[src/rtl/e1_ctr_pkg.sv]
package e1_ctr_pkg;
  localparam int unsigned NUM_CH  = 8;
  localparam int unsigned CH_W    = $clog2(NUM_CH);
  localparam int unsigned FE_W    = 13;
  localparam int unsigned CRC_W   = 10;
  localparam int unsigned EN_W    = 4;

  localparam logic [3:0] OFS_CTRL   = 4'h5;
  localparam logic [3:0] OFS_FE_LO  = 4'h6;
  localparam logic [3:0] OFS_FE_HI  = 4'h7;
  localparam logic [3:0] OFS_CRC_LO = 4'h8;
  localparam logic [3:0] OFS_CRC_HI = 4'h9;

  typedef enum logic [1:0] {
    EN_FE  = 2'd0,
    EN_CRC = 2'd1
  } en_bit_e;
endpackage

[src/rtl/e1_sat_ctr.sv]
module e1_sat_ctr #(
  parameter int unsigned W = 13
) (
  input  logic         clk,
  input  logic         rst,
  input  logic         inc,
  input  logic         snap,
  output logic [W-1:0] hold,
  output logic         ovf
);
  localparam logic [W-1:0] MAXV = {W{1'b1}};
  localparam logic [W-1:0] ONE  = {{(W-1){1'b0}}, 1'b1};

  logic [W-1:0] live;
  logic         at_max;

  assign at_max = (live == MAXV);

  always_ff @(posedge clk) begin
    if (rst) begin
      live <= '0;
      hold <= '0;
      ovf  <= 1'b0;
    end else if (snap) begin
      hold <= live;
      live <= inc ? ONE : '0;
      ovf  <= 1'b0;
    end else if (inc && !at_max) begin
      live <= live + ONE;
      if (live + ONE == MAXV) ovf <= 1'b1;
    end
  end

  p_step_r2: assert property (@(posedge clk) disable iff (rst)
    !snap |=> (live == $past(live)) || (live == $past(live) + ONE));
  p_saturate_r7: assert property (@(posedge clk) disable iff (rst)
    (at_max && !snap) |=> at_max);
  p_sticky_r7: assert property (@(posedge clk) disable iff (rst)
    (ovf && !snap) |=> ovf);
  p_capture_r4: assert property (@(posedge clk) disable iff (rst)
    snap |=> (hold == $past(live)) && (live <= ONE));
  p_clear_ovf_r7: assert property (@(posedge clk) disable iff (rst)
    snap |=> !ovf);
endmodule

[src/rtl/e1_chan_regs.sv]
module e1_chan_regs
  import e1_ctr_pkg::*;
#(
  parameter int unsigned FW = FE_W,
  parameter int unsigned CW = CRC_W
) (
  input  logic            clk,
  input  logic            rst,
  input  logic [1:0]      fe_sel,
  input  logic            fas,
  input  logic            nfas,
  input  logic            crc,
  input  logic            wr_ctrl,
  input  logic            snap_fe,
  input  logic            snap_crc,
  input  logic [EN_W-1:0] wdata,
  output logic [FW-1:0]   fe_hold,
  output logic [CW-1:0]   crc_hold,
  output logic [EN_W-1:0] ctrl,
  output logic            irq
);
  logic fe_inc, fe_ovf, crc_ovf;

  assign fe_inc = (fas & fe_sel[0]) | (nfas & fe_sel[1]);

  e1_sat_ctr #(.W(FW)) u_fe (
    .clk(clk), .rst(rst), .inc(fe_inc), .snap(snap_fe),
    .hold(fe_hold), .ovf(fe_ovf)
  );

  e1_sat_ctr #(.W(CW)) u_crc (
    .clk(clk), .rst(rst), .inc(crc), .snap(snap_crc),
    .hold(crc_hold), .ovf(crc_ovf)
  );

  always_ff @(posedge clk) begin
    if (rst)          ctrl <= '0;
    else if (wr_ctrl) ctrl <= wdata;
  end

  assign irq = (fe_ovf & ctrl[EN_FE]) | (crc_ovf & ctrl[EN_CRC]);

  p_irq_masked_r9: assert property (@(posedge clk) disable iff (rst)
    (ctrl[1:0] == 2'b00) |-> !irq);
  p_irq_source_r9: assert property (@(posedge clk) disable iff (rst)
    irq |-> (fe_ovf || crc_ovf));
endmodule

[src/rtl/e1_err_ctr_bank.sv]
module e1_err_ctr_bank
  import e1_ctr_pkg::*;
(
  input  logic              clk,
  input  logic              rst,
  input  logic [1:0]        fe_sel,
  input  logic [NUM_CH-1:0] fas_err,
  input  logic [NUM_CH-1:0] nfas_err,
  input  logic [NUM_CH-1:0] crc_err,
  input  logic              wr_en,
  input  logic [7:0]        addr,
  input  logic [7:0]        wdata,
  output logic [7:0]        rdata,
  output logic [NUM_CH-1:0] irq
);
  localparam int unsigned FE_HI_W  = FE_W - 8;
  localparam int unsigned CRC_HI_W = CRC_W - 8;

  logic            in_win;
  logic [CH_W-1:0] sel_ch;
  logic [3:0]      ofs;

  assign in_win = addr[7];
  assign sel_ch = addr[4 +: CH_W];
  assign ofs    = addr[3:0];

  logic [FE_W-1:0]  fe_hold  [NUM_CH];
  logic [CRC_W-1:0] crc_hold [NUM_CH];
  logic [EN_W-1:0]  ctrl     [NUM_CH];

  for (genvar ch = 0; ch < NUM_CH; ch++) begin : g_ch
    logic hit;
    assign hit = wr_en && in_win && (sel_ch == CH_W'(ch));

    e1_chan_regs #(.FW(FE_W), .CW(CRC_W)) u_chan (
      .clk      (clk),
      .rst      (rst),
      .fe_sel   (fe_sel),
      .fas      (fas_err[ch]),
      .nfas     (nfas_err[ch]),
      .crc      (crc_err[ch]),
      .wr_ctrl  (hit && ofs == OFS_CTRL),
      .snap_fe  (hit && ofs == OFS_FE_HI),
      .snap_crc (hit && ofs == OFS_CRC_HI),
      .wdata    (wdata[EN_W-1:0]),
      .fe_hold  (fe_hold[ch]),
      .crc_hold (crc_hold[ch]),
      .ctrl     (ctrl[ch]),
      .irq      (irq[ch])
    );
  end

  always_comb begin
    rdata = 8'h00;
    if (in_win) begin
      unique case (ofs)
        OFS_CTRL:   rdata = {{(8-EN_W){1'b0}}, ctrl[sel_ch]};
        OFS_FE_LO:  rdata = fe_hold[sel_ch][7:0];
        OFS_FE_HI:  rdata = {{(8-FE_HI_W){1'b0}}, fe_hold[sel_ch][FE_W-1:8]};
        OFS_CRC_LO: rdata = crc_hold[sel_ch][7:0];
        OFS_CRC_HI: rdata = {{(8-CRC_HI_W){1'b0}}, crc_hold[sel_ch][CRC_W-1:8]};
        default:    rdata = 8'h00;
      endcase
    end
  end

  p_unmapped_zero_r1: assert property (@(posedge clk) disable iff (rst)
    !in_win |-> rdata == 8'h00);
  p_fe_pad_r5: assert property (@(posedge clk) disable iff (rst)
    (in_win && ofs == OFS_FE_HI) |-> rdata[7:FE_HI_W] == '0);
  p_crc_pad_r5: assert property (@(posedge clk) disable iff (rst)
    (in_win && ofs == OFS_CRC_HI) |-> rdata[7:CRC_HI_W] == '0);
  p_ctrl_pad_r8: assert property (@(posedge clk) disable iff (rst)
    (in_win && ofs == OFS_CTRL) |-> rdata[7:EN_W] == '0);
endmodule

[config.mk]
export PLATFORM = sky130hd
export DESIGN_NAME = e1_err_ctr_bank
export DESIGN_NICKNAME = d
export VERILOG_FILES = /design/src/rtl/e1_ctr_pkg.sv /design/src/rtl/e1_sat_ctr.sv /design/src/rtl/e1_chan_regs.sv /design/src/rtl/e1_err_ctr_bank.sv
export SDC_FILE = /design/constraint.sdc
export NUM_CORES = 1
export LEC_CHECK = 0
export BUFFER_PORTS_ARGS = -buffer_cell sky130_fd_sc_hd__buf_4
export CAP_MARGIN = 20
export CORE_UTILIZATION = 55
export CTS_CLUSTER_DIAMETER = 150
export DETAILED_ROUTE_END_ITERATION = 8
export GPL_ROUTABILITY_DRIVEN = 0
export GPL_TIMING_DRIVEN = 1
export HOLD_SLACK_MARGIN = 0.02
export PLACE_DENSITY = 0.72
export REMOVE_ABC_BUFFERS = 1
export SETUP_SLACK_MARGIN = 0.15
export SLEW_MARGIN = 10
export SYNTH_ARGS = -nofsm -noshare
export SYNTH_HDL_FRONTEND = slang
export SYNTH_SLANG_ARGS = --single-unit
[constraint.sdc]
create_clock -name clk -period 2.75 [get_ports clk]
set_input_delay 0.275 -clock clk [delete_from_list [all_inputs] [get_ports clk]]
set_output_delay 0.275 -clock clk [all_outputs]
set_load 0.03 [all_outputs]
== Word-level counts from Yosys, hierarchy flattened ==
Cells that the tools add are included.
Cells by class
  $add $sub $neg: 16
  order comparisons: 1
  equality and inequality tests: 44
  muxes and demuxes: 59
  bitwise logic cells: 49
  reductions and logical operators: 114
Operators by type and width (count)
  $mux W13: 18
  $eq A13 B13 Y1 const B: 16
  $mux W10: 18
  $eq A10 B10 Y1 const B: 16
  $add A13 B1 Y13 const B: 8
  $add A10 B1 Y10 const B: 8
  $logic_and A1 B1 Y1: 49
  $pmux W8 S5: 1
  $bmux W13 S3: 1
  $and A1 B1 Y1: 32
  $reduce_and A2 Y1: 16
  $reduce_bool A2 Y1: 16
  $reduce_or A2 Y1: 16
  $bmux W10 S3: 1
  $logic_not A1 Y1: 16
  $mux W1: 16
  $or A1 B1 Y1: 16
  $bmux W4 S3: 1
  $eq A3 B3 Y1 const B: 4
  $eq A4 B3 Y1 const B: 3
  $eq A4 B4 Y1 const B: 2
  $mux W4: 2
  $mux W8: 1
  $eq A3 B2 Y1 const B: 2
  4 further kinds: 4
Word-level totals
  register bits after elaboration: 416
  bits of input ports: 45
  output and inout port bits: 16
  logic and storage cells: 339

== Logic depth before layout (Yosys ltp) ==
  depth after elaboration: 6
  depth in mapped cells: 10
  gate-level depth less buffers: 7

== Cells and area by module ==
A second synthesis with hierarchy kept.
Second synthesis, totals
  cells, all modules: 2393
  area, all modules: 21922.3 µm²
Modules (own cells, without submodules)
  e1_sat_ctr (g_ch[0].u_chan.u_fe ...): times used 8, cells an instance 148, area an instance 1302.5 µm², seq. area each 540.5 µm²
  e1_sat_ctr (g_ch[0].u_chan.u_crc ...): times used 7, cells an instance 112, area an instance 1026.0 µm², seq. area each 420.4 µm²
  e1_err_ctr_bank: times used 1, cells an instance 193, area an instance 2037.0 µm², seq. area each 0.0 µm²
  e1_chan_regs: times used 8, cells an instance 15, area an instance 157.7 µm², seq. area each 80.1 µm²
  e1_sat_ctr (g_ch[7].u_chan.u_crc): times used 1, cells an instance 112, area an instance 1022.2 µm², seq. area each 420.4 µm²

== Least setup slack after synthesis ==
No wires, ideal clock.
  kind: input to output
  start: input addr[4]
  end: output rdata[3]
  arrival time: 2.083 ns
  required time: 2.475 ns
  slack: 0.392 ns
  stages: 6
  path buffers: 3
  cells stage by stage: buf_2 buf_2 buf_2 mux4_2 a22oi_1 a311oi_1
On the way
  longest elaborated chain between the ends: 6
  elaborated cells on any way between the ends: 12
  those cells by class: mux: 11; bitwise: 1
Ends and longest elaborated chain
  from (decl): RTL line e1_err_ctr_bank.sv:11  | input logic [7:0] addr,
  $not A3 Y4 (not written as such) (*)
  $bmux W10 S3 (tied with other cells): RTL line e1_err_ctr_bank.sv:60  | OFS_CRC_LO: rdata = crc_hold[sel_ch][7:0];
  $mux W10 (tied with other cells) (2 in series)
  $pmux W8 S5 (*): RTL line e1_err_ctr_bank.sv:56  | unique case (ofs)
  $mux W8 (*): RTL line e1_err_ctr_bank.sv:55  | if (in_win) begin
  to (decl): RTL line e1_err_ctr_bank.sv:13  | output logic [7:0] rdata,
Every way passes the cells marked *; elsewhere a longest branch is shown, timed or not. The select of a mux whose other input is x is not followed.

== Worst setup path after layout ==
  start: register g_ch[3].u_chan.u_crc.hold[2]
  end: output rdata[2]
On the way
  longest elaborated chain between the ends: 5
Ends and longest elaborated chain
  from (decl): RTL line e1_sat_ctr.sv:8  | output logic [W-1:0] hold,
  from (signal assigned): RTL line e1_sat_ctr.sv:25  | hold <= live;
  $bmux W10 S3: RTL line e1_err_ctr_bank.sv:60
  $mux W10 (2 in series)
  $pmux W8 S5: RTL line e1_err_ctr_bank.sv:56
  $mux W8: RTL line e1_err_ctr_bank.sv:55
Every way passes these cells. The select of a mux whose other input is x is not followed.

==> implementation parameters <==
Parameter                              Value

Status
  Run status ... complete, no violations

Clock tree
  Number of buffers created by CTS ... 45
  Clock Tree Buf Depth ... 3
  Reg clk slew, reported paths ... 0.06 ns
  TritonCTS clock tree ... yes
  Total setup buffers inserted after CTS ... 0
  Root buffer cell ... sky130_fd_sc_hd__clkbuf_16
  # H-tree levels ... 2
  Number of clock sinks ... 416
  Clock latency reported for the late side of the worst-skew pair ... 0.56 ns

Worst setup path
  Cell-by-cell listing of the critical path ... mux4_2, a22o_1, nor3_2, a311oi_1, buf_4, buf_4
  Critical path capture point ... rdata[2]
  Startpoint of the most critical setup path ... g_ch[3].u_chan.u_crc.hold[2]
  Worst reg-to-reg path cell count ... 7
  Worst path arrival time ... 2.29 ns
  Startpoint of the worst-slack reg-to-reg timing path ... g_ch[1].u_chan.u_fe.live[0]
  Launching element type of the critical path ... flip-flop
  Crit-path most repeated cell ... sky130_fd_sc_hd__buf_4
  Slowest CP cell ... sky130_fd_sc_hd__mux4_2
  Worst-path fanout max ... 2
  Worst setup path category ... flip-flop to primary output
  Crit-path max cell delay ... 0.51 ns
  Reg-to-reg setup timing slack ... 0.46 ns
  Data required time of the critical path ... 2.48 ns
  Reg2Reg Capture Point ... g_ch[1].u_chan.u_fe.live[0]
  Worst Setup End Kind ... primary output

STA
  Portion of the clock cycle consumed by the worst path in the final layout ... 93.13%
  RSZ-0062 raised after global routing ... false
  Skew final ... 0.02085 ns
  Tightest hold margin ... 0.04435 ns
  Hold violation count in the final report ... 0
  Final setup violating endpoints ... 0
  Transition time at the pin with the least slew margin ... 1.102 ns
  Min Tclk post-route ... 2.561 ns
  Normalized max-slew margin ... 26.54%
  Max-slew violation count ... 0
  Maximum clock frequency ... 0.3904 GHz
  Setup total negative slack ... 0 ns

Synth
  Number of storage elements in the synthesis netlist ... 416
  Share of synthesized registers carrying an async set or reset ... 0%
  Yosys warning count ... 0
  Top cells by area in the synthesized netlist ... sky130_fd_sc_hd__dfxtp_1 41%, sky130_fd_sc_hd__nor2_1 6.4%, sky130_fd_sc_hd__mux4_2 5.9%
  Proportion of synthesized chip area in sequential cells ... 40.51%
  Most repeated cell in the gate-level netlist after synthesis ... sky130_fd_sc_hd__dfxtp_1
  Post-synth design cell area ... 20560 µm²
  Commonest cells in the netlist ... 416 x sky130_fd_sc_hd__dfxtp_1, 352 x sky130_fd_sc_hd__nor2_1, 284 x sky130_fd_sc_hd__nand2_1, 149 x sky130_fd_sc_hd__a21oi_1, 119 x sky130_fd_sc_hd__mux2i_1
  Avg Synthesized Cell Area ... 8.652 µm²
  Largest area contributor in the netlist ... sky130_fd_sc_hd__dfxtp_1
  Number of enable-type register cells in the synthesized netlist ... 0
  Primary FF master, synth ... sky130_fd_sc_hd__dfxtp_1
  Instance count of the mapped netlist ... 2376
  Yosys top cell area share ... 40.51%
  Unique masters post-synth ... 83

Cells and area
  Area of combinational cells with multiple inputs ... 11300 µm²
  Layout Cells excl Fill ... 2882
  Filler cell count ... 3092
  Nets ... 2457
  Fraction of final layout cells sized beyond drive strength 1 ... 11.27%
  Area growth from synthesis to layout ... 10.82%
  Storage element area ... 8329 µm²

Die
  Number of top-level design ports ... 61
  Count of standard-cell rows ... 70
  Placeable core region ... 36700 µm²
  Y dimension of the die ... 195.3 µm
  Die width ... 195.3 µm
  Initial Utilization ... 56.01%
  Total Die Area ... 38150 µm²

Worst hold path
  Kind of path behind the tightest hold check ... input pin to flip-flop

Route
  Total length of routed wires ... 52650 µm
  Number of DRC markers after the initial detailed-route iteration ... 1751
  Router iterations before antenna repair ... 6
  Via density per instance ... 6.014
  Via Count ... 17330
  Remaining routing DRC violations ... 0
  Remaining antenna violation count ... 0
  Average wire per cell in the routed design ... 18.27 µm

GRT
  Pin count of the biggest net entering global routing ... 232
  Overflow left after global routing ... 0
  Global-route usage over all layers ... 27.83%
  Vias in the first global route ... 16350
  First-pass GRT wire length ... 86280 µm
  Antenna violations before repair ... 2

Power
  Peak supply drop ... 0.4791 mV
  Power density over cell area ... 559.8 nW/µm²
  Static power due to leakage ... 0.007743 µW

Run
  Max-cap viol count ... 0

Placement
  Number of input and output port buffers inserted ... 56
  Detailed placer's ending HPWL ... 37090 µm
  Placed cell count ... 2794
-- sequential cells by signal (all words and copies together), names as in the netlist --
name,flops
g_ch.u_chan.u_crc.live,80
g_ch.u_chan.u_fe.live,104
g_ch.u_chan.ctrl,32
g_ch.u_chan.u_crc.hold,80
g_ch.u_chan.u_crc.ovf,8
g_ch.u_chan.u_fe.ovf,8
g_ch.u_chan.u_fe.hold,104
-- critical path: cells and delay by family (launching register included) --
| kind | cells | cell delay, ns |
|---|---|---|
| flops | 1 | 0.34 |
| buf+inv | 2 | 0.37 |
| simple gates | 1 | 0.18 |
| mux | 1 | 0.51 |
| compound gates | 2 | 0.35 |
-- logic make-up (layout without fill, tap and decap cells) --
kind of cell	Yosys count	after routing	share of synthesized area, %
buffers and inverters	199	236	4.559
xor gates and xnor gates	167	167	7.115
DFF	416	416	40.51
muxes	176	176	11.88
AOI/OAI and AO/OA	377	377	11.39
adders and majority gates	32	32	1.948
other	0	1	0
and+or+nand+nor	1009	1009	22.60
-- power by group --
group	switching [µW]	leakage (µW)	internal, µW
clock	2450	0.000719	3500
sequential	85.7	0.00336	6080
combinational	406	0.00367	232
total	2940	0.00774	9810
-- worst min-delay path by stage --
stage                                       from                      endpoint  slack (ns)  depth (start not counted)
floorplan                                    rst        g_ch[0].u_chan.ctrl[0]        0.34                          1
detailed placement  g_ch[0].u_chan.u_crc.hold[2]  g_ch[0].u_chan.u_crc.hold[2]        0.45                          2
global route                            wdata[1]        g_ch[5].u_chan.ctrl[1]        0.03                          3
global placement    g_ch[0].u_chan.u_fe.hold[10]  g_ch[0].u_chan.u_fe.hold[10]        0.44                          2
finish                                  wdata[1]        g_ch[5].u_chan.ctrl[1]        0.04                          3
CTS                                     wdata[1]        g_ch[5].u_chan.ctrl[1]        0.03                          3
-- layer usage --
layer,routed length (µm),GRT usage (%),up-vias
met2,24530,45.49,579
met3,3383,3.575,94
met1,23460,38.48,8324
met4,1275,8.166,2
li1,-,-,8333
met5,10,0,-
-- placed cells by master, fill, tap and decap left out, drive strengths merged, types with 16 or more instances in the layout --
cell	n
nor4	16
or3	17
o21ai	81
nand3	111
mux4	54
and3	35
a22oi	20
a211oi	28
nand2	285
xor2	91
nor3	57
nand4	53
dfxtp	416
nor2	355
ha	32
xnor2	76
buf	112
a21oi	149
clkbuf	73
a31oi	23
mux2i	119
inv	38
-- metrics by stage --
stage	power (µW)	instance area, µm²	util (%)	setup slack (ns)
2_1_floorplan	6584	19760	-	0.2844
3_3_place_gp	6895	21240	57.87	0.2689
3_5_place_dp	6914	21240	57.87	0.2644
4_1_cts	12830	22770	62.05	0.1604
5_1_grt	13160	22780	62.07	0.1555
6_report	12750	22780	62.07	0.1888
-- final cells by class --
cell class / instances / share of cell area [%]
multi-input cells: 1761 / 49.60
flip-flops and latches: 416 / 36.56
clock buffers: 73 / 6.207
repair buffers: 119 / 4.235
well taps: 468 / 2.571
inverters: 37 / 0.6097
clock inverters: 7 / 0.1977
diodes: 1 / 0.01099
-- what timing repair did --
| item | 4_1_cts | 5_1_grt |
|---|---|---|
| hold buffers | 7 | 0 |
| hold endpoints to repair | 13 | 0 |
| pin swaps | 0 | 0 |
| resized for setup | 1 | 2 |
| gates cloned | 0 | 0 |
| setup endpoints to repair | 1 | 2 |
No activity file was read; power rests on OpenSTA's default activity.
